`src/rtl/mdio45_pkg.sv`:
```
package mdio45_pkg;

  localparam int CPU_AW     = 4;
  localparam int PORT_W     = 5;
  localparam int DEV_W      = 5;
  localparam int REG_W      = 16;
  localparam int PRE_BITS   = 32;
  localparam int FRAME_BITS = PRE_BITS + 2 + 2 + PORT_W + DEV_W + 2 + REG_W;
  localparam int BIT_W      = $clog2(FRAME_BITS);
  localparam int TA_FIRST   = PRE_BITS + 2 + 2 + PORT_W + DEV_W;
  localparam int DATA_FIRST = TA_FIRST + 2;

  localparam logic [CPU_AW-1:0] OFS_MGMT = 4'h0;
  localparam logic [CPU_AW-1:0] OFS_ADDR = 4'h8;

  localparam int PORT_LSB  = 16;
  localparam int DEV_LSB   = 21;
  localparam int CODE_LSB  = 26;
  localparam int VALID_BIT = 29;
  localparam int BUSY_BIT  = 30;

  localparam logic [2:0] CODE_WRITE = 3'd5;
  localparam logic [2:0] CODE_READ  = 3'd7;

  typedef enum logic [1:0] {ST_IDLE, ST_ADDR, ST_GAP, ST_DATA} stateT;

  typedef struct packed {
    logic accept;    // command taken, latch fields and address frame
    logic loadData;  // load the second frame
    logic shift;     // advance to the next frame bit
    logic capture;   // sample one read data bit
    logic setValid;  // read data complete
  } strobeT;

  function automatic logic [FRAME_BITS-1:0] buildFrame(
      input logic [1:0]       op,
      input logic [PORT_W-1:0] port,
      input logic [DEV_W-1:0]  dev,
      input logic [REG_W-1:0]  payload);
    return {{PRE_BITS{1'b1}}, 2'b00, op, port, dev, 2'b10, payload};
  endfunction

endpackage

```
`src/rtl/mdio45_ctrl.sv`:
```
module mdio45_ctrl
  import mdio45_pkg::*;
#(
  parameter int MDC_HALF = 2
) (
  input  logic       clk,
  input  logic       rstN,
  input  logic       cmdWrite,
  input  logic [2:0] cmdCode,
  output strobeT     strb,
  output logic       busy,
  output logic       mdc,
  output logic       mdioOe
);

  localparam int DIV_W = (MDC_HALF > 1) ? $clog2(MDC_HALF) : 1;
  localparam logic [DIV_W-1:0] DIV_LAST = DIV_W'(MDC_HALF - 1);
  localparam logic [BIT_W-1:0] LAST_BIT = BIT_W'(FRAME_BITS - 1);
  localparam logic [BIT_W-1:0] TA_IDX   = BIT_W'(TA_FIRST);
  localparam logic [BIT_W-1:0] DATA_IDX = BIT_W'(DATA_FIRST);

  stateT            state;
  logic [DIV_W-1:0] divCnt;
  logic [BIT_W-1:0] bitIdx;
  logic             readCmd;
  logic             codeOk, tick, riseTick, fallTick, lastBit;

  assign codeOk   = (cmdCode == CODE_WRITE) || (cmdCode == CODE_READ);
  assign tick     = (state != ST_IDLE) && (divCnt == DIV_LAST);
  assign riseTick = tick && !mdc;
  assign fallTick = tick && mdc;
  assign lastBit  = (bitIdx == LAST_BIT);
  assign busy     = (state != ST_IDLE);

  always_comb begin
    strb          = '0;
    strb.accept   = (state == ST_IDLE) && cmdWrite && codeOk;
    strb.loadData = fallTick && (state == ST_GAP);
    strb.shift    = fallTick && ((state == ST_ADDR) || (state == ST_DATA)) && !lastBit;
    strb.capture  = riseTick && (state == ST_DATA) && readCmd && (bitIdx >= DATA_IDX);
    strb.setValid = fallTick && (state == ST_DATA) && readCmd && lastBit;
  end

  always_comb begin
    mdioOe = (state == ST_ADDR) ||
             ((state == ST_DATA) && !(readCmd && (bitIdx >= TA_IDX)));
  end

  always_ff @(posedge clk) begin
    if (!rstN) begin
      state   <= ST_IDLE;
      divCnt  <= '0;
      bitIdx  <= '0;
      readCmd <= 1'b0;
      mdc     <= 1'b0;
    end else if (state == ST_IDLE) begin
      if (strb.accept) begin
        state   <= ST_ADDR;
        readCmd <= (cmdCode == CODE_READ);
        divCnt  <= '0;
        bitIdx  <= '0;
      end
    end else begin
      divCnt <= tick ? '0 : divCnt + 1'b1;
      if (tick) mdc <= ~mdc;
      if (fallTick) begin
        unique case (state)
          ST_ADDR: begin
            if (lastBit) begin
              state  <= ST_GAP;
              bitIdx <= '0;
            end else begin
              bitIdx <= bitIdx + 1'b1;
            end
          end
          ST_GAP: state <= ST_DATA;
          ST_DATA: begin
            if (lastBit) state <= ST_IDLE;
            else         bitIdx <= bitIdx + 1'b1;
          end
          default: state <= ST_IDLE;
        endcase
      end
    end
  end

endmodule

```
`src/rtl/mdio45_dp.sv`:
```
module mdio45_dp
  import mdio45_pkg::*;
(
  input  logic              clk,
  input  logic              rstN,
  input  strobeT            strb,
  input  logic              busy,
  input  logic              cpuWr,
  input  logic [CPU_AW-1:0] cpuAddr,
  input  logic [31:0]       cpuWdata,
  input  logic              mdioIn,
  output logic [31:0]       cpuRdata,
  output logic              mdioOut
);

  logic [REG_W-1:0]      addrReg;
  logic [PORT_W-1:0]     portQ;
  logic [DEV_W-1:0]      devQ;
  logic [2:0]            codeQ;
  logic [REG_W-1:0]      dataQ;
  logic                  validQ;
  logic [FRAME_BITS-1:0] frameSr;
  logic                  unusedWdata;

  assign unusedWdata = ^cpuWdata[31:29];
  assign mdioOut     = frameSr[FRAME_BITS-1];

  always_ff @(posedge clk) begin
    if (!rstN) begin
      addrReg <= '0;
    end else if (cpuWr && (cpuAddr == OFS_ADDR)) begin
      addrReg <= cpuWdata[REG_W-1:0];
    end
  end

  always_ff @(posedge clk) begin
    if (!rstN) begin
      portQ   <= '0;
      devQ    <= '0;
      codeQ   <= '0;
      dataQ   <= '0;
      validQ  <= 1'b0;
      frameSr <= '0;
    end else begin
      if (strb.accept) begin
        portQ   <= cpuWdata[PORT_LSB +: PORT_W];
        devQ    <= cpuWdata[DEV_LSB +: DEV_W];
        codeQ   <= cpuWdata[CODE_LSB +: 3];
        dataQ   <= cpuWdata[REG_W-1:0];
        validQ  <= 1'b0;
        frameSr <= buildFrame(2'b00, cpuWdata[PORT_LSB +: PORT_W],
                              cpuWdata[DEV_LSB +: DEV_W], addrReg);
      end else if (strb.loadData) begin
        frameSr <= (codeQ == CODE_READ) ? buildFrame(2'b11, portQ, devQ, '0)
                                        : buildFrame(2'b01, portQ, devQ, dataQ);
      end else if (strb.shift) begin
        frameSr <= {frameSr[FRAME_BITS-2:0], 1'b0};
      end
      if (strb.capture)  dataQ  <= {dataQ[REG_W-2:0], mdioIn};
      if (strb.setValid) validQ <= 1'b1;
    end
  end

  always_comb begin
    cpuRdata = '0;
    unique case (cpuAddr)
      OFS_MGMT: begin
        cpuRdata[REG_W-1:0]           = dataQ;
        cpuRdata[PORT_LSB +: PORT_W]  = portQ;
        cpuRdata[DEV_LSB +: DEV_W]    = devQ;
        cpuRdata[CODE_LSB +: 3]       = codeQ;
        cpuRdata[VALID_BIT]           = validQ;
        cpuRdata[BUSY_BIT]            = busy;
      end
      OFS_ADDR: cpuRdata[REG_W-1:0] = addrReg;
      default:  cpuRdata = '0;
    endcase
  end

endmodule

```
`src/rtl/mdio45_top.sv`:
```
module mdio45_top
  import mdio45_pkg::*;
#(
  parameter int MDC_HALF = 2
) (
  input  logic        clk,
  input  logic        rstN,
  input  logic        cpuWr,
  input  logic [3:0]  cpuAddr,
  input  logic [31:0] cpuWdata,
  output logic [31:0] cpuRdata,
  output logic        mdc,
  output logic        mdioOut,
  output logic        mdioOe,
  input  logic        mdioIn
);

  strobeT strb;
  logic   busy;
  logic   cmdWrite;

  assign cmdWrite = cpuWr && (cpuAddr == OFS_MGMT);

  mdio45_ctrl #(.MDC_HALF(MDC_HALF)) u_ctrl (
    .clk     (clk),
    .rstN    (rstN),
    .cmdWrite(cmdWrite),
    .cmdCode (cpuWdata[CODE_LSB +: 3]),
    .strb    (strb),
    .busy    (busy),
    .mdc     (mdc),
    .mdioOe  (mdioOe)
  );

  mdio45_dp u_dp (
    .clk     (clk),
    .rstN    (rstN),
    .strb    (strb),
    .busy    (busy),
    .cpuWr   (cpuWr),
    .cpuAddr (cpuAddr),
    .cpuWdata(cpuWdata),
    .mdioIn  (mdioIn),
    .cpuRdata(cpuRdata),
    .mdioOut (mdioOut)
  );

endmodule

```
`config.mk`:
```
export PLATFORM = sky130hd
export DESIGN_NAME = mdio45_top
export DESIGN_NICKNAME = d
export VERILOG_FILES = /design/src/rtl/mdio45_pkg.sv /design/src/rtl/mdio45_ctrl.sv /design/src/rtl/mdio45_dp.sv /design/src/rtl/mdio45_top.sv
export SDC_FILE = /design/constraint.sdc
export NUM_CORES = 1
export LEC_CHECK = 0
export BUFFER_PORTS_ARGS = -buffer_cell sky130_fd_sc_hd__buf_2
export CORE_ASPECT_RATIO = 1.4
export CORE_UTILIZATION = 40
export DETAILED_ROUTE_END_ITERATION = 8
export PLACE_DENSITY = 0.63
export SLEW_MARGIN = 20
export SYNTH_ARGS = -nofsm -noshare
export SYNTH_HDL_FRONTEND = slang
export SYNTH_SLANG_ARGS = --single-unit
export TNS_END_PERCENT = 30
```
`constraint.sdc`:
```
create_clock -name clk -period 3.21 [get_ports clk]
set_input_delay 0.321 -clock clk [delete_from_list [all_inputs] [get_ports clk]]
set_output_delay 0.321 -clock clk [all_outputs]
set_load 0.02 [all_outputs]
```
**Word-level counts from Yosys, hierarchy flattened**

Cells that the tools add are included.

- Register bits after elaboration: 121
- Input bits: 40
- Output and inout bits: 35
- Logic and storage cells: 94

- Add/sub/neg operators: 2
- Bitwise operators: 3
- Muxes and demuxes: 24
- Reductions and logical operators: 38
- Eq/ne operators: 12
- Magnitude comparators: 2

Operators with widths:

| kind | number |
|---|---|
| $mux W64 | 3 |
| $mux W16 | 2 |
| $pmux W16 S2 | 1 |
| $mux W30 | 1 |
| $mux W6 | 5 |
| $logic_and A1 B1 Y1 | 18 |
| $mux W15 | 1 |
| $ge A6 B6 Y1 const B | 2 |
| $pmux W6 S2 | 1 |
| $mux W2 | 5 |
| $reduce_bool A2 Y1 | 5 |
| $eq A3 B3 Y1 const B | 3 |
| $reduce_and A4 Y1 | 2 |
| $add A6 B1 Y6 const B | 1 |
| $eq A6 B6 Y1 const B | 1 |
| $ne A3 B1 Y1 const B | 2 |
| $pmux W2 S3 | 1 |
| $reduce_bool A3 Y1 | 2 |
| $eq A2 B2 Y1 const B | 2 |
| $eq A4 B4 Y1 const B | 1 |
| $logic_not A4 Y1 | 1 |
| $mux W1 | 4 |
| $reduce_and A2 Y1 | 2 |
| $logic_not A1 Y1 | 3 |
| 8 further kinds | 12 |

**Logic depth before layout (Yosys ltp)**

- Depth after elaboration: 8
- Mapped depth: 11
- Gate-level depth less buffers: 6

**Modules after synthesis**

A second synthesis with hierarchy kept.

- Cell total of the unflattened synthesis: 619
- Area total of the unflattened synthesis: 5664.2 µm²

By module, submodules not included:

| module | seq. area each (µm²) | cells each | area an instance (µm²) | times used |
|---|---|---|---|---|
| mdio45_dp | 2202.1 | 534 | 4979.8 | 1 |
| mdio45_ctrl | 220.2 | 83 | 665.6 | 1 |
| mdio45_top | 0.0 | 2 | 18.8 | 1 |

**Worst setup path after synthesis**

Ideal clock, no wire load.

- Path kind: flip-flop to flip-flop
- Start: reg u_ctrl.state[0]
- End: reg u_dp.frameSr[17]
- Stages on the path, launching flop included: 10
- Data arrival time: 2.015 ns
- Setup slack: 1.077 ns
- Required time: 3.091 ns
- Path buffers: 3
- Library setup time: 0.119 ns
- Clock period less this slack: 2.133 ns
- Cell sequence: dfxtp_1 > inv_1 > ha_1 > clkbuf_1 > nand3b_1 > a211o_1 > or3_1 > buf_2 > buf_6 > o221a_1

- Cells in the longest elaborated chain, start to end: 6
- Elaborated cells on any way between the ends: 16
- Those cells by class: eq/ne (3); mux (2); reduce/logical (11)

RTL lines:

| item | RTL line | source |
|---|---|---|
| start: declaration | mdio45_ctrl.sv:22 | `stateT state;` |
| start signal: assignment | mdio45_ctrl.sv:51 | `state <= ST_IDLE;` |
| start signal: assignment | mdio45_ctrl.sv:58 | `state <= ST_ADDR;` |
| start signal: assignment | mdio45_ctrl.sv:70 | `state <= ST_GAP;` |
| $reduce_bool A2 Y1 | mdio45_ctrl.sv:29 | `assign tick = (state != ST_IDLE) && (divCnt == DIV_LAST);` |
| $logic_and A1 B1 Y1 | mdio45_ctrl.sv:29 |  |
| $logic_and A1 B1 Y1 | mdio45_ctrl.sv:31 | `assign fallTick = tick && mdc;` |
| $logic_and A1 B1 Y1 (on tied branches) | mdio45_ctrl.sv:38, mdio45_ctrl.sv:39 |  |
| $mux W64 / $logic_and A1 B1 Y1 (equally long branches) | mdio45_dp.sv:53, mdio45_ctrl.sv:39 |  |
| $mux W64 / $reduce_bool A3 Y1 (equally long branches) | - |  |
| end signal: assignment | mdio45_dp.sv:51 | `frameSr <= buildFrame(2'b00, cpuWdata[PORT_LSB +: PORT_W],` |
| end signal: assignment | mdio45_dp.sv:54 | `frameSr <= (codeQ == CODE_READ) ? buildFrame(2'b11, portQ, devQ, '0)` |
| end signal: assignment | mdio45_dp.sv:57 | `frameSr <= {frameSr[FRAME_BITS-2:0], 1'b0};` |
| end: declaration | mdio45_dp.sv:22 | `logic [FRAME_BITS-1:0] frameSr;` |

Several ways; a longest one is shown, not always the timed one.
A chain may end at the register's enable or synchronous reset.

**Worst setup path in the final report**

- Start: reg u_ctrl.state[0]
- End: reg u_dp.frameSr[54]

Same word-level chain as after synthesis.

==> results <==
- The clock net in this run drives a total of 121 sinks.
- The net count of the finished layout is 688.
- Data on the critical path arrives at its endpoint at 2.93 ns.
- The fill cell instance count of the final layout is 1343.
- The overall via count from detail_route is 4804.
- For this run, the slowest stage of the critical path takes 0.78 ns.
- After detailed routing, the total wire length is 14.5 mm.
- The distinct cell type count after synthesis is 56.
- The proportion of synthesized flip-flops having asynchronous set or reset is 0.
- The layout-stage area growth over the synthesis result is 17.2%.
- Global routing finished with a remaining overflow of 0.
- The most common cell after layout, fill and taps aside is sky130_fd_sc_hd__dfxtp_1.
- Entering global routing, the biggest net connects 71 pins.
- The flow ran to the end, and the final reports show no timing, DRC or antenna violations.
- The worst setup path is launched from a flip-flop.
- Counting the buffers created by CTS gives 17.
- In this run the most critical hold path is launched from cpuWdata[7].
- The synthesized design contains 0 enable-type register cells.
- After detailed placement, the total cell area comes to 5960 um2.
- The I/O pin total is 75.
- TritonCTS built the clock tree.
- The number of stages on the worst hold path is 3.
- The clock period could shrink to 2.64 ns.
- The post-CTS clock slew at the launch and capture registers of the worst setup and hold paths is 0.06 ns.
- In this run the critical register-to-register path is captured at u_dp.frameSr[54]$_SDFFE_PN0P_.
- In this run the number of H-tree levels came out at 4.
- The number of cells traversed by the worst register-to-register path is 6.
- The completed layout was analyzed and its total power is 3.44 mW.
- The first global-routing pass estimated 23.8 mm of wire.
- After synthesis the netlist holds a flip-flop and latch count of 121.
- Dividing the final minimum period by the clock period gives 0.822.
- Setup repair after global routing left no endpoint under its margin.
- The kind of capture point of the worst setup path is a flip-flop.
- Gates resized during post-CTS repair numbered 0.
- The aggregate global-route resource usage is 0.213.
- For this run, the leading register cell type out of synthesis is sky130_fd_sc_hd__dfxtp_1.
- The number of maximum-capacitance constraint violations is 0.
- Summed over all cells, the static leakage comes to 2.41 nW.
- The cell area that synthesis handed to floorplanning was 5580 um2.
- In the layout the commonest cells are 121 x sky130_fd_sc_hd__dfxtp_1, 90 x sky130_fd_sc_hd__nand2_1, 70 x sky130_fd_sc_hd__buf_2.
- Setup violations remaining at the end of the flow were counted as 0.
- The die covers 14400 um2.
- The number of global-route vias before repair was 4867.
- The worst hold path terminates at u_dp.addrReg[7]$_SDFFE_PN0P_.
- The post-route setup TNS is 0 ns.
- The iteration-0 DRC count of the detailed router is 295.
- The tightest min-delay check is of the input pin to flip-flop type.
- The number of rows in the core area is 50.
- The finished cells cover 6540 um2.
- The mean routed wirelength per cell is 17.4 um.
- The effective utilization at floorplan is 0.413.
- In this run the deepest clock path goes through 2 buffers.
- In this run the tightest slew margin relative to its limit is 0.274.
- The number of vias per cell after detailed routing is 5.74.
- Timing would allow up to 0.379 GHz.
- The utilization of the core after routing is 0.484.
- The hold violation count in the final report is 0.
- The cell type of the slowest stage on the worst timing path is sky130_fd_sc_hd__or3_1.
- The startpoint identified for the worst register-to-register timing path is u_ctrl.state[0]$_SDFFE_PN0P_.
- The detailed-placement wirelength estimate is 8.99 mm.
- The number of nets still failing antenna checks after routing is 0.
- Synthesis produced a netlist whose cell count is 595.
- The power density over the cells is 527 nW/um2.
- The setup check on the worst reg-to-reg path leaves a slack of 0.57 ns.
- The signal on the critical path passes through inv_1 > ha_1 > nand3b_1 > a211o_1 > or3_1 > o221a_1.
- The peak supply drop is 0.398 mV.
- The count of port buffers added during placement is 70.
- The congestion estimate from routability-driven global placement came to 0.817.
- The required time at the endpoint of the critical path is 3.50 ns.
- Measured along the y axis, the die boundary spans 142 um.
- The floorplan die width is 102 um.
- In this run the worst path has a maximum fanout of 34.
- The first TritonRoute pass finished after 7 iterations.
- The CTS root buffer is sky130_fd_sc_hd__clkbuf_16.
- The setup path with the least slack is of type flip-flop to flip-flop.
- In this run the standard cell core region covers 13500 um2.
- Between clock sinks in the finished design, the worst skew comes to 0.00765 ns.
- The fraction of final layout cells sized beyond drive strength 1 is 0.243.
- The number of setup buffers added after CTS is 0.
- 0 antenna diodes ended up in the layout.
- The average size of a mapped cell is 9.37 um2.
- The number of antenna violations at the first check in global routing is 0.
- During synthesis, Yosys emitted a total of 0 warnings.
- For the pin with the worst max-slew slack, the measured transition is 1.09 ns.
- In the routed design, unresolved DRC markers number 0.
- The share of the Yosys chip area taken by registers is 0.434.
- Clock latency on the worst-skew pair, taken at its later pin, is 0.41 ns.
- The worst hold slack is 0.151 ns.
- The count of pins over their slew limit is 0.
- The number of nets handed over by synthesis was 641.
- The source of the critical timing path is u_ctrl.state[0]$_SDFFE_PN0P_.
- Buffers inserted to repair hold after CTS numbered 0.
[critical path: cells and delay by family, from the launching register on]
family	cells	cell delay [ns]
buf+inv	1	0.11
fa+ha+maj	1	0.28
compound gates	2	0.74
simple gates	2	0.98
flops	1	0.39
[stage by stage]
stage | std cells | setup slack, ns
after floorplan | 595 | 1.08
after global placement | 805 | 0.706
final | 837 | 0.572
after global routing | 837 | 0.424
after CTS | 837 | 0.593
after detailed placement | 805 | 0.602
[area by class of cell]
type | instances | area, um2 | share of cell area
Sequential cell | 121 | 2420 | 0.371
Tap cell | 182 | 228 | 0.0348
Clock buffer | 21 | 480 | 0.0735
Inverter | 3 | 11.3 | 0.00172
Clock inverter | 11 | 95.1 | 0.0146
Multi-Input combinational cell | 415 | 2830 | 0.433
Timing Repair Buffer | 84 | 468 | 0.0716
[sequential cells by signal, summed over array words and instances, names as in the netlist]
signal and count:
u_ctrl.bitIdx 6, u_ctrl.divCnt 1, u_ctrl.mdc 1, u_ctrl.readCmd 1, u_ctrl.state 2, u_dp.addrReg 16, u_dp.codeQ 3, u_dp.dataQ 16
u_dp.devQ 5, u_dp.frameSr 64, u_dp.portQ 5, u_dp.validQ 1
[how the worst max path moves through the flow]
stage,cells past startpoint,endpoint,slack (ns)
2_1_floorplan,9,u_dp.frameSr[17]$_SDFFE_PN0P_,1.08
3_3_place_gp,6,u_dp.frameSr[32]$_SDFFE_PN0P_,0.71
3_5_place_dp,6,u_dp.frameSr[36]$_SDFFE_PN0P_,0.60
4_1_cts,6,u_dp.frameSr[54]$_SDFFE_PN0P_,0.59
5_1_grt,6,u_dp.frameSr[54]$_SDFFE_PN0P_,0.42
6_report,6,u_dp.frameSr[54]$_SDFFE_PN0P_,0.57
[per-layer routing]
| layer | track usage | routed length, um | vias to the layer above |
|---|---|---|---|
| met5 | 0 | 0 | - |
| met4 | 0.0831 | 231 | 0 |
| met3 | 0.0537 | 721 | 20 |
| met2 | 0.379 | 7630 | 137 |
| met1 | 0.238 | 5940 | 2337 |
| li1 | - | - | 2310 |
[power breakdown]
part,internal [mW],total (mW),switching [mW]
Clock,1.14,1.83,0.686
Combinational,0.0329,0.0988,0.0659
Sequential,1.51,1.52,0.00565
[synth_stat cells (4+ instances only)]
| master | number | share of area |
|---|---|---|
| sky130_fd_sc_hd__a21oi_1 | 50 | 0.045 |
| sky130_fd_sc_hd__a221oi_1 | 15 | 0.024 |
| sky130_fd_sc_hd__a22o_1 | 17 | 0.027 |
| sky130_fd_sc_hd__a22oi_1 | 15 | 0.020 |
| sky130_fd_sc_hd__and2_1 | 16 | 0.018 |
| sky130_fd_sc_hd__and3_1 | 4 | 0.0045 |
| sky130_fd_sc_hd__buf_2 | 11 | 0.0099 |
| sky130_fd_sc_hd__buf_6 | 12 | 0.024 |
| sky130_fd_sc_hd__clkbuf_1 | 29 | 0.020 |
| sky130_fd_sc_hd__dfxtp_1 | 121 | 0.43 |
| sky130_fd_sc_hd__ha_1 | 6 | 0.013 |
| sky130_fd_sc_hd__mux2_2 | 10 | 0.020 |
| sky130_fd_sc_hd__nand2_1 | 91 | 0.061 |
| sky130_fd_sc_hd__nand3_1 | 18 | 0.016 |
| sky130_fd_sc_hd__nand3b_1 | 4 | 0.0054 |
| sky130_fd_sc_hd__nor2_1 | 55 | 0.037 |
| sky130_fd_sc_hd__nor3_1 | 7 | 0.0063 |
| sky130_fd_sc_hd__o221a_1 | 34 | 0.069 |
| sky130_fd_sc_hd__o32ai_1 | 5 | 0.0079 |
| sky130_fd_sc_hd__o32ai_2 | 20 | 0.058 |
[kinds of logic (layout without fill, tap and decap cells)]
kind of cell	after synthesis	in the layout	synth area share
simple gates	216	216	0.185
fa+ha+maj	6	6	0.0135
buf+inv	59	119	0.0603
other cells	1	1	0.000672
compound gates	181	181	0.284
mux	10	10	0.0202
flops	121	121	0.434
xor+xnor	1	1	0.00157
(Power assumes the default switching activity.)
